<file path="src/rtl/snd_irq_pkg.sv">
package snd_irq_pkg;

  // bit positions inside the reason register
  localparam int unsigned RSN_PCM_BIT = 3;
  localparam int unsigned RSN_FM_BIT  = 0;

  // one channel event as seen by the core
  typedef struct packed {
    logic       vld;
    logic       all;
    logic       set;
    logic [7:0] ch;
  } snd_evt_t;

endpackage

</file>
<file path="src/rtl/snd_irq_regs.sv">
module snd_irq_regs #(
  parameter int ADDR_W = 16,
  parameter int DATA_W = 8,
  parameter int NUM_CH = 8,
  parameter logic [ADDR_W-1:0] RSN_ADDR  = 16'h04e9,
  parameter logic [ADDR_W-1:0] MASK_ADDR = 16'h04ea,
  parameter logic [ADDR_W-1:0] STAT_ADDR = 16'h04eb
) (
  input  logic              clk,
  input  logic              rst_n,
  input  logic [ADDR_W-1:0] reg_addr,
  input  logic              reg_wr,
  input  logic [DATA_W-1:0] reg_wdata,
  input  logic              reg_rd,
  input  logic [NUM_CH-1:0] status_i,
  input  logic              fm_i,
  output logic [NUM_CH-1:0] mask_o,
  output logic              rd_stat_o,
  output logic [DATA_W-1:0] rdata_o
);
  import snd_irq_pkg::*;

  logic              hit_rsn, hit_mask, hit_stat;
  logic [NUM_CH-1:0] mask_q;
  logic [DATA_W-1:0] rdata_d, rdata_q;

  function automatic logic [DATA_W-1:0] f_widen(logic [NUM_CH-1:0] bits);
    logic [DATA_W-1:0] v;
    v = '0;
    v[NUM_CH-1:0] = bits;
    return v;
  endfunction

  function automatic logic [DATA_W-1:0] f_reason(logic [NUM_CH-1:0] st, logic fm);
    logic [DATA_W-1:0] v;
    v = '0;
    v[RSN_PCM_BIT] = |st;
    v[RSN_FM_BIT]  = fm;
    return v;
  endfunction

  assign hit_rsn  = (reg_addr == RSN_ADDR);
  assign hit_mask = (reg_addr == MASK_ADDR);
  assign hit_stat = (reg_addr == STAT_ADDR);

  always_comb begin
    rdata_d = '0;
    if (reg_rd) begin
      if (hit_rsn)       rdata_d = f_reason(status_i, fm_i);
      else if (hit_mask) rdata_d = f_widen(mask_q);
      else if (hit_stat) rdata_d = f_widen(status_i);
    end
  end

  always_ff @(posedge clk or negedge rst_n) begin
    if (!rst_n) begin
      mask_q  <= '1;
      rdata_q <= '0;
    end else begin
      rdata_q <= rdata_d;
      if (reg_wr && hit_mask) mask_q <= reg_wdata[NUM_CH-1:0];
    end
  end

  assign mask_o    = mask_q;
  assign rd_stat_o = reg_rd && hit_stat;
  assign rdata_o   = rdata_q;

endmodule

</file>
<file path="src/rtl/snd_irq_core.sv">
module snd_irq_core #(
  parameter int NUM_CH = 8
) (
  input  logic                  clk,
  input  logic                  rst_n,
  input  snd_irq_pkg::snd_evt_t ev_in,
  input  logic                  rd_stat,
  input  logic [NUM_CH-1:0]     mask,
  input  logic                  fm_level,
  output logic [NUM_CH-1:0]     status_o,
  output logic                  fm_flag_o,
  output logic                  line_o,
  output logic                  pend_vld_o,
  output logic                  ev_raise_o,
  output logic                  ev_applied_o,
  output logic                  fm_rise_o
);
  import snd_irq_pkg::*;

  localparam int CH_W = (NUM_CH > 1) ? $clog2(NUM_CH) : 1;

  typedef struct packed {
    logic [NUM_CH-1:0] status;
    logic              fm;
    logic              line;   // doubles as the "last raised by" record
  } core_st_t;

  core_st_t st_q, st_rd, st_pend, st_new, st_d;
  snd_evt_t pend_q, pend_d;
  logic     fm_prev_q, fm_rise, fm_fall, new_apply;

  function automatic logic f_in_range(snd_evt_t e);
    return (32'(e.ch) < 32'(NUM_CH));
  endfunction

  // status read: empty the status, retire the last raiser
  function automatic core_st_t f_read_clear(core_st_t s);
    core_st_t r;
    r = s;
    r.status = '0;
    if (s.line) begin
      r.fm   = 1'b0;
      r.line = 1'b0;
    end
    return r;
  endfunction

  function automatic core_st_t f_apply(core_st_t s, snd_evt_t e, logic [NUM_CH-1:0] m);
    core_st_t          r;
    logic [NUM_CH-1:0] fill;
    logic [CH_W-1:0]   idx;
    r    = s;
    fill = e.set ? '1 : '0;
    idx  = e.ch[CH_W-1:0];
    if (e.all) begin
      if (fill != s.status) begin
        r.status = fill;
        if (e.set) begin
          if ((fill & m) != '0) r.line = 1'b1;
        end else if (!s.fm) begin
          r.line = 1'b0;
        end
      end
    end else if (f_in_range(e)) begin
      r.status[idx] = e.set;
      if (e.set && m[idx]) r.line = 1'b1;
      else if (!s.fm)      r.line = 1'b0;
    end
    return r;
  endfunction

  function automatic core_st_t f_fm(core_st_t s, logic rise, logic fall);
    core_st_t r;
    r = s;
    if (rise) begin
      r.fm   = 1'b1;
      r.line = 1'b1;
    end else if (fall) begin
      r.fm = 1'b0;
      if (s.line) r.line = 1'b0;
    end
    return r;
  endfunction

  function automatic logic f_can_raise(snd_evt_t e, logic [NUM_CH-1:0] m);
    logic [CH_W-1:0] idx;
    idx = e.ch[CH_W-1:0];
    if (!e.vld || !e.set) return 1'b0;
    if (e.all)            return |m;
    return f_in_range(e) && m[idx];
  endfunction

  assign fm_rise   = fm_level && !fm_prev_q;
  assign fm_fall   = !fm_level && fm_prev_q;
  assign new_apply = ev_in.vld && !rd_stat;

  // order inside one cycle: read, held event, new event, FM edge
  always_comb begin
    st_rd   = rd_stat ? f_read_clear(st_q) : st_q;
    st_pend = pend_q.vld ? f_apply(st_rd, pend_q, mask) : st_rd;
    st_new  = new_apply ? f_apply(st_pend, ev_in, mask) : st_pend;
    st_d    = f_fm(st_new, fm_rise, fm_fall);
    pend_d  = (ev_in.vld && rd_stat) ? ev_in : '0;
  end

  always_ff @(posedge clk or negedge rst_n) begin
    if (!rst_n) begin
      st_q      <= '0;
      pend_q    <= '0;
      fm_prev_q <= 1'b0;
    end else begin
      st_q      <= st_d;
      pend_q    <= pend_d;
      fm_prev_q <= fm_level;
    end
  end

  assign status_o     = st_q.status;
  assign fm_flag_o    = st_q.fm;
  assign line_o       = st_q.line;
  assign pend_vld_o   = pend_q.vld;
  assign ev_raise_o   = f_can_raise(pend_q, mask) || (new_apply && f_can_raise(ev_in, mask));
  assign ev_applied_o = pend_q.vld || new_apply;
  assign fm_rise_o    = fm_rise;

endmodule

</file>
<file path="src/rtl/snd_irq_ctrl.sv">
module snd_irq_ctrl #(
  parameter int ADDR_W = 16,
  parameter int DATA_W = 8,
  parameter int NUM_CH = 8,
  parameter logic [ADDR_W-1:0] RSN_ADDR  = 16'h04e9,
  parameter logic [ADDR_W-1:0] MASK_ADDR = 16'h04ea,
  parameter logic [ADDR_W-1:0] STAT_ADDR = 16'h04eb,
  localparam int CH_W = (NUM_CH > 1) ? $clog2(NUM_CH) : 1
) (
  input  logic              clk,
  input  logic              rst_n,
  input  logic [ADDR_W-1:0] reg_addr,
  input  logic              reg_wr,
  input  logic [DATA_W-1:0] reg_wdata,
  input  logic              reg_rd,
  output logic [DATA_W-1:0] reg_rdata,
  input  logic              evt_vld,
  input  logic [CH_W-1:0]   evt_ch,
  input  logic              evt_set,
  input  logic              evt_all,
  input  logic              fm_level,
  output logic              irq_out
);
  import snd_irq_pkg::*;

  // named internal events, observed by the bound checker
  logic [NUM_CH-1:0] mask_q;
  logic [NUM_CH-1:0] status_q;
  logic              fm_flag;
  logic              rd_stat_hit;
  logic              pend_vld;
  logic              ev_raise;
  logic              ev_applied;
  logic              fm_rise_w;
  snd_evt_t          ev_in;

  always_comb begin
    ev_in     = '0;
    ev_in.vld = evt_vld;
    ev_in.all = evt_all;
    ev_in.set = evt_set;
    ev_in.ch  = 8'(evt_ch);
  end

  snd_irq_regs #(
    .ADDR_W(ADDR_W), .DATA_W(DATA_W), .NUM_CH(NUM_CH),
    .RSN_ADDR(RSN_ADDR), .MASK_ADDR(MASK_ADDR), .STAT_ADDR(STAT_ADDR)
  ) u_regs (
    .clk       (clk),
    .rst_n     (rst_n),
    .reg_addr  (reg_addr),
    .reg_wr    (reg_wr),
    .reg_wdata (reg_wdata),
    .reg_rd    (reg_rd),
    .status_i  (status_q),
    .fm_i      (fm_flag),
    .mask_o    (mask_q),
    .rd_stat_o (rd_stat_hit),
    .rdata_o   (reg_rdata)
  );

  snd_irq_core #(.NUM_CH(NUM_CH)) u_core (
    .clk          (clk),
    .rst_n        (rst_n),
    .ev_in        (ev_in),
    .rd_stat      (rd_stat_hit),
    .mask         (mask_q),
    .fm_level     (fm_level),
    .status_o     (status_q),
    .fm_flag_o    (fm_flag),
    .line_o       (irq_out),
    .pend_vld_o   (pend_vld),
    .ev_raise_o   (ev_raise),
    .ev_applied_o (ev_applied),
    .fm_rise_o    (fm_rise_w)
  );

endmodule

</file>
<file path="config.mk">
export PLATFORM = sky130hd
export DESIGN_NAME = snd_irq_ctrl
export DESIGN_NICKNAME = d
export VERILOG_FILES = /design/src/rtl/snd_irq_pkg.sv /design/src/rtl/snd_irq_regs.sv /design/src/rtl/snd_irq_core.sv /design/src/rtl/snd_irq_ctrl.sv
export SDC_FILE = /design/constraint.sdc
export NUM_CORES = 1
export LEC_CHECK = 0
export BUFFER_PORTS_ARGS = -buffer_cell sky130_fd_sc_hd__buf_2
export CORE_MARGIN = 1.5
export CORE_UTILIZATION = 25
export DETAILED_ROUTE_END_ITERATION = 16
export GPL_ROUTABILITY_DRIVEN = 0
export PLACE_DENSITY_LB_ADDON = 0.08
export SLEW_MARGIN = 20
export SYNTH_ARGS = -nofsm -noshare
export SYNTH_HDL_FRONTEND = slang
export SYNTH_HIERARCHICAL = 1
export SYNTH_SLANG_ARGS = --single-unit
</file>
<file path="constraint.sdc">
create_clock -name clk -period 2 [get_ports clk]
set_input_delay 0 -clock clk [delete_from_list [all_inputs] [get_ports clk]]
set_output_delay 0 -clock clk [all_outputs]
set_load 0.05 [all_outputs]
</file>
==> metrics.log <==
[metrics] run status: finished, violations left
[metrics] failing checks: negative setup slack
[metrics] maximum clock skew at final layout: between 0.003 and 0.004 ns
[metrics] Critical Path End Type: register
[metrics] number of diodes: 0
[metrics] area enclosed by the die boundary: approximately 11000 sq um
[metrics] GRT Overall Usage: between 10% and 20%
[metrics] final critical-path share of the clock period: 117.1%
[metrics] number of global-route vias before repair: ~2400
[metrics] count of mapped cells out of synthesis: 266
[metrics] # H-tree levels: 2
[metrics] mean area per synthesized cell: 9.431 sq um
[metrics] number of top-level pins: 44
[metrics] Period minus WS final: ~2.3 ns
[metrics] fraction of layout instances using a drive strength above 1: between 40% and 50%
[metrics] First-pass DRT Iterations: 5
[metrics] antenna violations before repair: 0
[metrics] iteration-0 DRC count of the detailed router: ~150
[metrics] final max-slew violation count: 0
[metrics] number of hold violations in the final report: 0
[metrics] # port buffers: 43
[metrics] standard cell core area: about 9800 sq um
[metrics] library cell used as clock root buffer: sky130_fd_sc_hd__clkbuf_8
[metrics] Leakage: 1.710 nW
[metrics] average vias per placed instance: approximately 4.7
[metrics] Clock Latency Late Sink: roughly 0.29 ns
[metrics] clock tree from TritonCTS: done
[metrics] final setup TNS: -0.8044 ns
[metrics] max frequency: ~0.43 GHz
[metrics] detailed-route wire length: approximately 8300 microns
[metrics] layout overhead on the synthesized area: 44.34%
[metrics] pin count of the biggest net entering global routing: 39
[metrics] Longest Clk Path Bufs: 2
[metrics] Critical Path RT: 2.24 ns
[metrics] Hold Path Class: in -> reg
[metrics] post-detailed-route wirelength per cell: between 15 and 20 microns
[metrics] worst slack, placed: -0.4298 ns
[metrics] cts bufs inserted: 5
[metrics] setup slack after layout: -0.3424 ns
[metrics] critical path type: reg -> reg
[metrics] clock-pin slew on the worst setup and hold paths: about 0.080 ns
[metrics] clock sink count: 38
[metrics] final antenna-violating net count: 0
[metrics] final net count: approximately 420
[metrics] setup repair after global routing missed its margin: yes
[metrics] Fillers: between 1000 and 1500
[metrics] maximum ir drop on the vdd rail: roughly 0.23 mV
[metrics] Detail Placement HPWL: 6554 microns
[metrics] critical-path maximum fanout: 2
[metrics] sum of overflow across all layers after global routing: 0
[metrics] via count: roughly 2400
[metrics] number of setup violations in the final report: 3
[metrics] row count: 36
[metrics] worst endpoint data arrival time: approximately 2.6 ns
[metrics] number of maximum-capacitance constraint violations: 0
[metrics] startpoint types: register
[metrics] first-pass GRT wire length: around 13000 microns
[metrics] post-synthesis instance area: around 2500 sq um
[metrics] post-route DRC violation count: 0
[metrics] slew at the pin with the worst max-slew slack: about 0.86 ns
[metrics] Warnings, synthesis: 6
[metrics] worst slew margin relative to its limit: between 40 and 50%
[metrics] horizontal die dimension: just over 100 microns
[metrics] effective utilization at floorplan: between 20% and 30%
[metrics] cell area power density: around 490 nW/um^2
[metrics] Vert. Die Dim: around 100 microns
==> worst max-delay path, stage by stage (launching register included) <==
cell	delay, ns
sky130_fd_sc_hd__dfrtp_1	0.39
sky130_fd_sc_hd__or4_4	0.55
sky130_fd_sc_hd__o21a_1	0.24
sky130_fd_sc_hd__a32oi_1	0.21
sky130_fd_sc_hd__o21a_2	0.15
sky130_fd_sc_hd__o221ai_2	0.09
sky130_fd_sc_hd__o32a_1	0.37
sky130_fd_sc_hd__o21ai_2	0.12
sky130_fd_sc_hd__maj3_2	0.18
==> path summary, 6_finish.rpt <==
path	from	endpoint	slack (ns)	cells past startpoint
worst max register to register	u_core/status_o[1]	u_core/line_o	-0.34	8
worst min register to register	u_core/fm_prev_q	u_core/fm_flag_o	0.61	2
max in group asynchronous	rst_n	u_core/pend_q[3]	1.06	2
worst max-delay path	u_core/status_o[1]	u_core/line_o	-0.34	8
worst min-delay path	evt_set	u_core/status_o[7]	0.07	2
min in group asynchronous	rst_n	u_regs/rdata_o[0]	0.36	2
==> power by group <==
| group | switching (mW) | internal, mW | leakage, nW |
|---|---|---|---|
| logic | 0.208 | 0.196 | 1.19 |
| clock network | 0.294 | 0.278 | 0.0472 |
| registers | 0.0165 | 0.794 | 0.475 |
==> through the flow <==
step / instances / cell area (sq um) / hold slack, ns / power, mW / util [%]
after global placement: 500 / 3385 / 0.1639 / 1.213 / 34.63
after floorplan: 275 / 2596 / -0.2956 / 0.9976 / -
final: 521 / 3621 / 0.06688 / 1.786 / 37.05
after detailed placement: 500 / 3385 / 0.1530 / 1.208 / 34.63
after CTS: 521 / 3615 / 0.05951 / 1.811 / 36.98
after global routing: 521 / 3621 / 0.08256 / 1.881 / 37.05
==> layer usage <==
metal	vias to the layer above	global-route usage (%)	routed length, microns
li1	1222	-	-
met1	1137	22.15	3957
met2	68	27.99	4012
met3	6	2.285	297
met4	0	4.574	72
met5	-	0	0
==> area by class of cell <==
type	instances	area, sq um	area share (%)
multi-input combinational	217	1551	42.85
sequential	38	963.4	26.61
inverter	7	26.28	0.7256
clock inverter	2	12.51	0.3455
clock buffer	6	82.58	2.281
timing repair buffer	118	818.3	22.60
tap	133	166.4	4.596
==> timing repair <==
action | in CTS | in global routing
endpoints found under the setup margin | 3 | 3
setup buffers | 2 | 0
hold buffers | 11 | 0
endpoints found under the hold margin | 42 | 0
gates resized for setup | 3 | 2
pin swaps | 7 | 2
==> cells in the final DEF (no fill, tap or decap), types with 8 or more instances in the layout <==
master	n
sky130_fd_sc_hd__buf_4	63
sky130_fd_sc_hd__buf_2	43
sky130_fd_sc_hd__nor2_1	31
sky130_fd_sc_hd__dfrtp_1	28
sky130_fd_sc_hd__nand2_1	20
sky130_fd_sc_hd__a21oi_1	18
sky130_fd_sc_hd__mux2i_1	12
sky130_fd_sc_hd__and3_1	12
sky130_fd_sc_hd__dlygate4sd3_1	11
sky130_fd_sc_hd__nand3_1	10
sky130_fd_sc_hd__conb_1	10
sky130_fd_sc_hd__a31oi_1	8
sky130_fd_sc_hd__mux2_4	8
sky130_fd_sc_hd__dfstp_2	8
==> sequential cells by signal, summed over array words and instances, names as in the netlist <==
signal / count
u_core/fm_flag_o: 1
u_core/fm_prev_q: 1
u_core/line_o: 1
u_core/pend_q: 10
u_core/pend_vld_o: 1
u_core/status_o: 8
u_regs/mask_o: 8
u_regs/rdata_o: 8
Power figures use the tool's default switching activity.
